===== src/rtl/scanIrqPkg.sv =====
package scanIrqPkg;

  typedef enum logic [1:0] {
    SRC_CPU_CYCLE = 2'd0,
    SRC_A12_RISE  = 2'd1,
    SRC_PPU_READ  = 2'd2,
    SRC_CPU_WRITE = 2'd3
  } srcMode_t;

  typedef enum logic [1:0] {
    REG_MODE   = 2'd0,
    REG_RELOAD = 2'd1,
    REG_ENABLE = 2'd2,
    REG_ACK    = 2'd3
  } regSel_t;

  typedef struct packed {
    logic load;
    logic count;
    logic ack;
  } ctrlStrobe_t;

  localparam int NUM_SRC = 4;

endpackage


===== src/rtl/scanIrqCtrl.sv =====
module scanIrqCtrl
  import scanIrqPkg::*;
(
  input  logic        clk,
  input  logic        rstN,
  input  logic        regWrEn,
  input  logic [1:0]  regSel,
  input  logic [1:0]  modeData,
  input  logic        cpuCycle,
  input  logic        cpuWrite,
  input  logic        ppuRead,
  input  logic        ppuA12,
  output ctrlStrobe_t strobes,
  output logic        enableQ,
  output srcMode_t    modeQ
);

  logic               a12Prev;
  logic               a12Rise;
  logic [NUM_SRC-1:0] evtVec;
  logic               selEvt;
  logic               wrReload;
  logic               wrAck;
  logic               wrEnable;
  logic               wrMode;

  assign a12Rise  = ppuA12 & ~a12Prev;
  assign wrMode   = regWrEn && (regSel == REG_MODE);
  assign wrReload = regWrEn && (regSel == REG_RELOAD);
  assign wrEnable = regWrEn && (regSel == REG_ENABLE);
  assign wrAck    = regWrEn && (regSel == REG_ACK);

  always_comb begin
    evtVec                = '0;
    evtVec[SRC_CPU_CYCLE] = cpuCycle;
    evtVec[SRC_A12_RISE]  = a12Rise;
    evtVec[SRC_PPU_READ]  = ppuRead;
    evtVec[SRC_CPU_WRITE] = cpuWrite;
  end

  assign selEvt = evtVec[modeQ];

  always_comb begin
    strobes.load  = wrReload;
    strobes.ack   = wrAck;
    strobes.count = enableQ && selEvt && !wrReload && !wrAck;
  end

  always_ff @(posedge clk) begin
    if (!rstN) begin
      a12Prev <= 1'b0;
      enableQ <= 1'b0;
      modeQ   <= SRC_CPU_CYCLE;
    end else begin
      a12Prev <= ppuA12;
      if (wrAck)         enableQ <= 1'b0;
      else if (wrEnable) enableQ <= 1'b1;
      if (wrMode)        modeQ   <= srcMode_t'(modeData);
    end
  end

  // a held-high A12 level can produce at most one counted event
  p_a12_once_r3: assert property (@(posedge clk) disable iff (!rstN)
    (modeQ == SRC_A12_RISE) && strobes.count |=> !(ppuA12 && strobes.count));

  // the acknowledge write leaves counting disabled
  p_ack_disables_r9: assert property (@(posedge clk) disable iff (!rstN)
    wrAck |=> !enableQ);

endmodule


===== src/rtl/scanIrqDatapath.sv =====
module scanIrqDatapath
  import scanIrqPkg::*;
#(
  parameter int CNT_W = 8
) (
  input  logic             clk,
  input  logic             rstN,
  input  ctrlStrobe_t      strobes,
  input  logic [CNT_W-1:0] loadValue,
  output logic [CNT_W-1:0] counterQ,
  output logic             irqFlagQ
);

  localparam logic [CNT_W-1:0] ONE = CNT_W'(1);

  logic hitZero;
  assign hitZero = strobes.count && (counterQ == ONE);

  always_ff @(posedge clk) begin
    if (!rstN) begin
      counterQ <= '0;
      irqFlagQ <= 1'b0;
    end else begin
      if (strobes.load)       counterQ <= loadValue;
      else if (strobes.count) counterQ <= counterQ - ONE;
      if (strobes.ack)        irqFlagQ <= 1'b0;
      else if (hitZero)       irqFlagQ <= 1'b1;
    end
  end

  // a counted event from zero wraps to all ones
  p_wrap_r7: assert property (@(posedge clk) disable iff (!rstN)
    strobes.count && (counterQ == '0) |=> (counterQ == '1));

  // the interrupt flag rises only when the counter has reached zero
  p_irq_at_zero_r8: assert property (@(posedge clk) disable iff (!rstN)
    $rose(irqFlagQ) |-> (counterQ == '0));

endmodule


===== src/rtl/scanIrqTop.sv =====
module scanIrqTop
  import scanIrqPkg::*;
#(
  parameter int CNT_W = 8
) (
  input  logic             clk,
  input  logic             rstN,
  input  logic             regWrEn,
  input  logic [1:0]       regSel,
  input  logic [CNT_W-1:0] regWrData,
  input  logic             cpuCycle,
  input  logic             cpuWrite,
  input  logic             ppuRead,
  input  logic             ppuA12,
  output logic             irqN,
  output logic [CNT_W-1:0] countValue
);

  ctrlStrobe_t strobes;
  logic        enableQ;
  srcMode_t    modeQ;
  logic        irqFlagQ;

  scanIrqCtrl ctrl_i (
    .clk      (clk),
    .rstN     (rstN),
    .regWrEn  (regWrEn),
    .regSel   (regSel),
    .modeData (regWrData[1:0]),
    .cpuCycle (cpuCycle),
    .cpuWrite (cpuWrite),
    .ppuRead  (ppuRead),
    .ppuA12   (ppuA12),
    .strobes  (strobes),
    .enableQ  (enableQ),
    .modeQ    (modeQ)
  );

  scanIrqDatapath #(.CNT_W(CNT_W)) dp_i (
    .clk       (clk),
    .rstN      (rstN),
    .strobes   (strobes),
    .loadValue (regWrData),
    .counterQ  (countValue),
    .irqFlagQ  (irqFlagQ)
  );

  assign irqN = ~irqFlagQ;

  // a disabled counter only moves by reload
  p_idle_when_off_r6: assert property (@(posedge clk) disable iff (!rstN)
    !enableQ && !(regWrEn && regSel == REG_RELOAD) |=> $stable(countValue));

  // interrupt stays low until acknowledged
  p_irq_hold_r9: assert property (@(posedge clk) disable iff (!rstN)
    !irqN && !(regWrEn && regSel == REG_ACK) |=> !irqN);

  // acknowledge releases the interrupt
  p_ack_release_r9: assert property (@(posedge clk) disable iff (!rstN)
    regWrEn && regSel == REG_ACK |=> irqN);

  // reload takes the written value, regardless of events
  p_reload_r10: assert property (@(posedge clk) disable iff (!rstN)
    regWrEn && regSel == REG_RELOAD |=> countValue == $past(regWrData));

endmodule


===== config.mk =====
export PLATFORM = sky130hd
export DESIGN_NAME = scanIrqTop
export DESIGN_NICKNAME = d
export VERILOG_FILES = /design/src/rtl/scanIrqPkg.sv /design/src/rtl/scanIrqCtrl.sv /design/src/rtl/scanIrqDatapath.sv /design/src/rtl/scanIrqTop.sv
export SDC_FILE = /design/constraint.sdc
export NUM_CORES = 1
export LEC_CHECK = 0
export ABC_AREA = 1
export CORE_MARGIN = 4
export CORE_UTILIZATION = 60
export DETAILED_ROUTE_END_ITERATION = 7
export DONT_BUFFER_PORTS = 1
export GPL_ROUTABILITY_DRIVEN = 0
export PLACE_DENSITY = 0.87
export SYNTH_ARGS = -nofsm -noshare
export SYNTH_HDL_FRONTEND = slang
export SYNTH_SLANG_ARGS = --single-unit

===== constraint.sdc =====
create_clock -name clk -period 1.45 [get_ports clk]
set_clock_uncertainty 0.1 [all_clocks]
set_input_delay 0.435 -clock clk [delete_from_list [all_inputs] [get_ports clk]]
set_output_delay 0.435 -clock clk [all_outputs]
set_load 0.005 [all_outputs]

==> flow_summary_export.csv <==
group,metric,value,unit
synthesis,netlist.area_leader.share,0.311,
synthesis,async_flop_share,0,
setup_path,worstSetupStartpoint,"dp_i.counterQ[1]$_SDFFE_PN0P_",
pwr,ir_worst_vdd,0.678,mV
die,die-area,2060,µm²
die,io_pins,26,
cts,path_clk_slew,90,ps
cts,clk_path_buf_depth,2,
sta,hold_viol_final,0,
setup_path,rr_worst_depth,7,
die,fp.dieW,45.4,µm
synthesis,synthCells,138,
global_routing,grt_overflow,0,
global_routing,grt_start_max_net_pins,17,
global_routing,antenna_found_initial,0,
global_routing,grt_use_total,0.215,
synthesis,ys_seq_area_frac,0.311,
min_path,min_from,"ppuA12",
sta,setup_tns,0,ps
setup_path,crit_required,1530,ps
cts,cts_max_level,1,
outcome,status,"finished clean",
global_routing,grt_first_pass_wirelength,3200,µm
cts,clk_latency,280,ps
cts,root_buffer,"clkbuf_4",
sta,setup_viol,0,
setup_path,cp_cell_sequence,"inv_1 > ha_2 > nand4_1 > nand3_1 > nand2_1 > nor2_1 > nor2_1",
synthesis,synth_edf_count,0,
placed_design,postPlaceCellArea,863,µm²
synthesis,synth_nets,157,
cts,cts_tree,"built",
synthesis,synth_area,837,µm²
sta,worstMarginPinSlew,267,ps
synthesis,synthFlopType,"dfxtp_1",
min_path,hold_class,"primary input to flip-flop",
setup_path,crit_path_start_kind,"flip-flop",
routing,drtPass1Iterations,4,
sta,rsz0062_at_grt,"false",
routing,wl,1870,µm
setup_path,timing.rr.start,"dp_i.counterQ[1]$_SDFFE_PN0P_",
sta,fmax,0.760,GHz
synthesis,synthDistinctLibCells,20,
sta,slew_viol_final,0,
cells_and_area,drive_gt1_frac,0.119,
setup_path,end_kind,"flip-flop",
pwr,powerDensity,971,nW/µm²
setup_path,timing.rr.end,"dp_i.counterQ[6]$_SDFFE_PN0P_",
setup_path,crit_fanout,6,
synthesis,synth_area_leaders,"dfxtp_1, nand2_1, nor2_1, nand3_1, inv_1",
global_routing,grt_pass1_vias,769,
routing,drt_iter0_drc,31,
synthesis,syn_area_per_cell,6.07,µm²
setup_path,crit_path_frequent_cell,"nor2_1",
die,num_rows,13,
die,coreArea,1300,µm²
placed_design,dp_hpwl,1430,µm
cells_and_area,fin_area,902,µm²
sta,slew_headroom,0.822,
die,die_h,45.4,µm
routing,num_vias,860,
cells_and_area,final_nets,163,
routing,post_drt_wl_per_cell,11.8,µm
routing,ant_nets,0,
setup_path,crit_type,"flip-flop to flip-flop",
synthesis,synth_seq_cells,13,
cells_and_area,area_growth,7.77,%
run,maxCapViolCount,0,
min_path,hold_depth,2,
cells_and_area,antenna-diode-count,0,
setup_path,cp.arrival,1400,ps
cts,postCtsSetupBuffers,0,
setup_path,cpMaxStageDelayCell,"dfxtp_2",
routing,drcViolationCount,0,
synthesis,synth_top_area_cell,"dfxtp_1",
min_path,holdPathEnd,"ctrl_i.a12Prev$_SDFF_PN0_",
setup_path,ff2ff_setup_slack,130,ps
die,start_util,0.643,
sta,min_period,1320,ps
pwr,leakagePower,0.439,nW
synthesis,ys_warn_count,0,
routing,vias_per_cell,5.44,
sta,fin_crit_sh,0.908,
setup_path,cpPeakStageDelay,350,ps
cts,cts_sinks,13,
placed_design,io_buffer_count,0,
cts,cts_buffers,3,
==> registers in the layout, summed over array words and instances (netlist names) <==
signal	flops
dp_i.counterQ	8
ctrl_i.modeQ	2
dp_i.irqFlagQ	1
ctrl_i.enableQ	1
ctrl_i.a12Prev	1
==> worst max-delay path: cells and delay by family (launching register included) <==
family	cells	cell delay [ps]
simple gates	5	430
flops	1	350
fa+ha+maj	1	240
buf+inv	1	100
==> synth_stat cells (2+ instances only) <==
cell,instances
inv_2,3
a21oi_1,5
o21ai_0,9
inv_1,16
nand3_1,16
dfxtp_1,13
nand4_1,2
nand2_1,34
nor2_1,28
ha_1,2
==> per-stage QoR <==
stage	std cells	hold slack, ps	utilization	power (mW)	worst slack [ps]
2_1_floorplan	138	344	-	0.602	117
3_3_place_gp	154	361	0.663	0.638	95.8
3_5_place_dp	154	363	0.663	0.647	72.2
4_1_cts	158	139	0.685	0.875	40.3
5_1_grt	158	137	0.693	0.952	8.83
6_report	158	141	0.693	0.876	134
==> power by group <==
part | total (mW) | internal, mW | switching [mW] | leakage (nW)
sequential | 0.413 | 0.384 | 0.0298 | 0.107
combinational | 0.235 | 0.0952 | 0.140 | 0.314
clock | 0.228 | 0.102 | 0.126 | 0.0177
==> cell type report <==
class                      count  area [µm²]
multi-input combinational    104         500
fill                         113         399
sequential                    13         262
inverter                      19        71.3
clock buffer                   3        22.5
timing repair buffer           3        22.5
tap                           15        18.8
clock inverter                 1        5.00
==> placed cells by master (no fill, tap or decap) <==
cell type	instances
nor3_1	1
nand3_4	2
nand2_2	1
nand3_1	16
nand4_1	2
inv_2	3
ha_1	1
nand3b_1	1
a31oi_1	1
dfxtp_2	1
a21boi_2	1
buf_4	3
clkbuf_4	3
dfxtp_1	12
o21ai_0	8
clkinv_2	1
nor2_1	28
nor2_2	1
nand2_1	34
o21ai_1	1
inv_1	16
ha_2	1
a21oi_1	5
==> worst max-delay path by stage <==
stage | endpoint | cells past startpoint
after floorplan | dp_i.counterQ[2]$_SDFFE_PN0P_ | 8
final | dp_i.counterQ[6]$_SDFFE_PN0P_ | 7
after CTS | dp_i.counterQ[2]$_SDFFE_PN0P_ | 8
after global placement | dp_i.counterQ[3]$_SDFFE_PN0P_ | 6
after detailed placement | dp_i.counterQ[2]$_SDFFE_PN0P_ | 8
after global routing | dp_i.counterQ[7]$_SDFFE_PN0P_ | 7
==> repair_timing <==
| action | 4_1_cts | 5_1_grt |
|---|---|---|
| gates resized for setup | 0 | 4 |
| endpoints found under the setup margin | 0 | 2 |
| hold buffers | 0 | 0 |
==> metal layers <==
layer  global-route usage  wire, µm  vias up
met5                    0         0        -
met4                0.140        42        0
met3               0.0478       134        5
met2                0.322       841       29
met1                0.273       847      376
li1                     -         -      450
==> logic make-up after synthesis <==
group,after synthesis,share of synthesized area
AO/OA/AOI/OAI,16,0.105
adder cells (fa/ha/maj),2,0.0299
buffers and inverters,21,0.103
flip-flops,13,0.311
AND/OR/NAND/NOR,86,0.451
(Power assumes the default switching activity.)
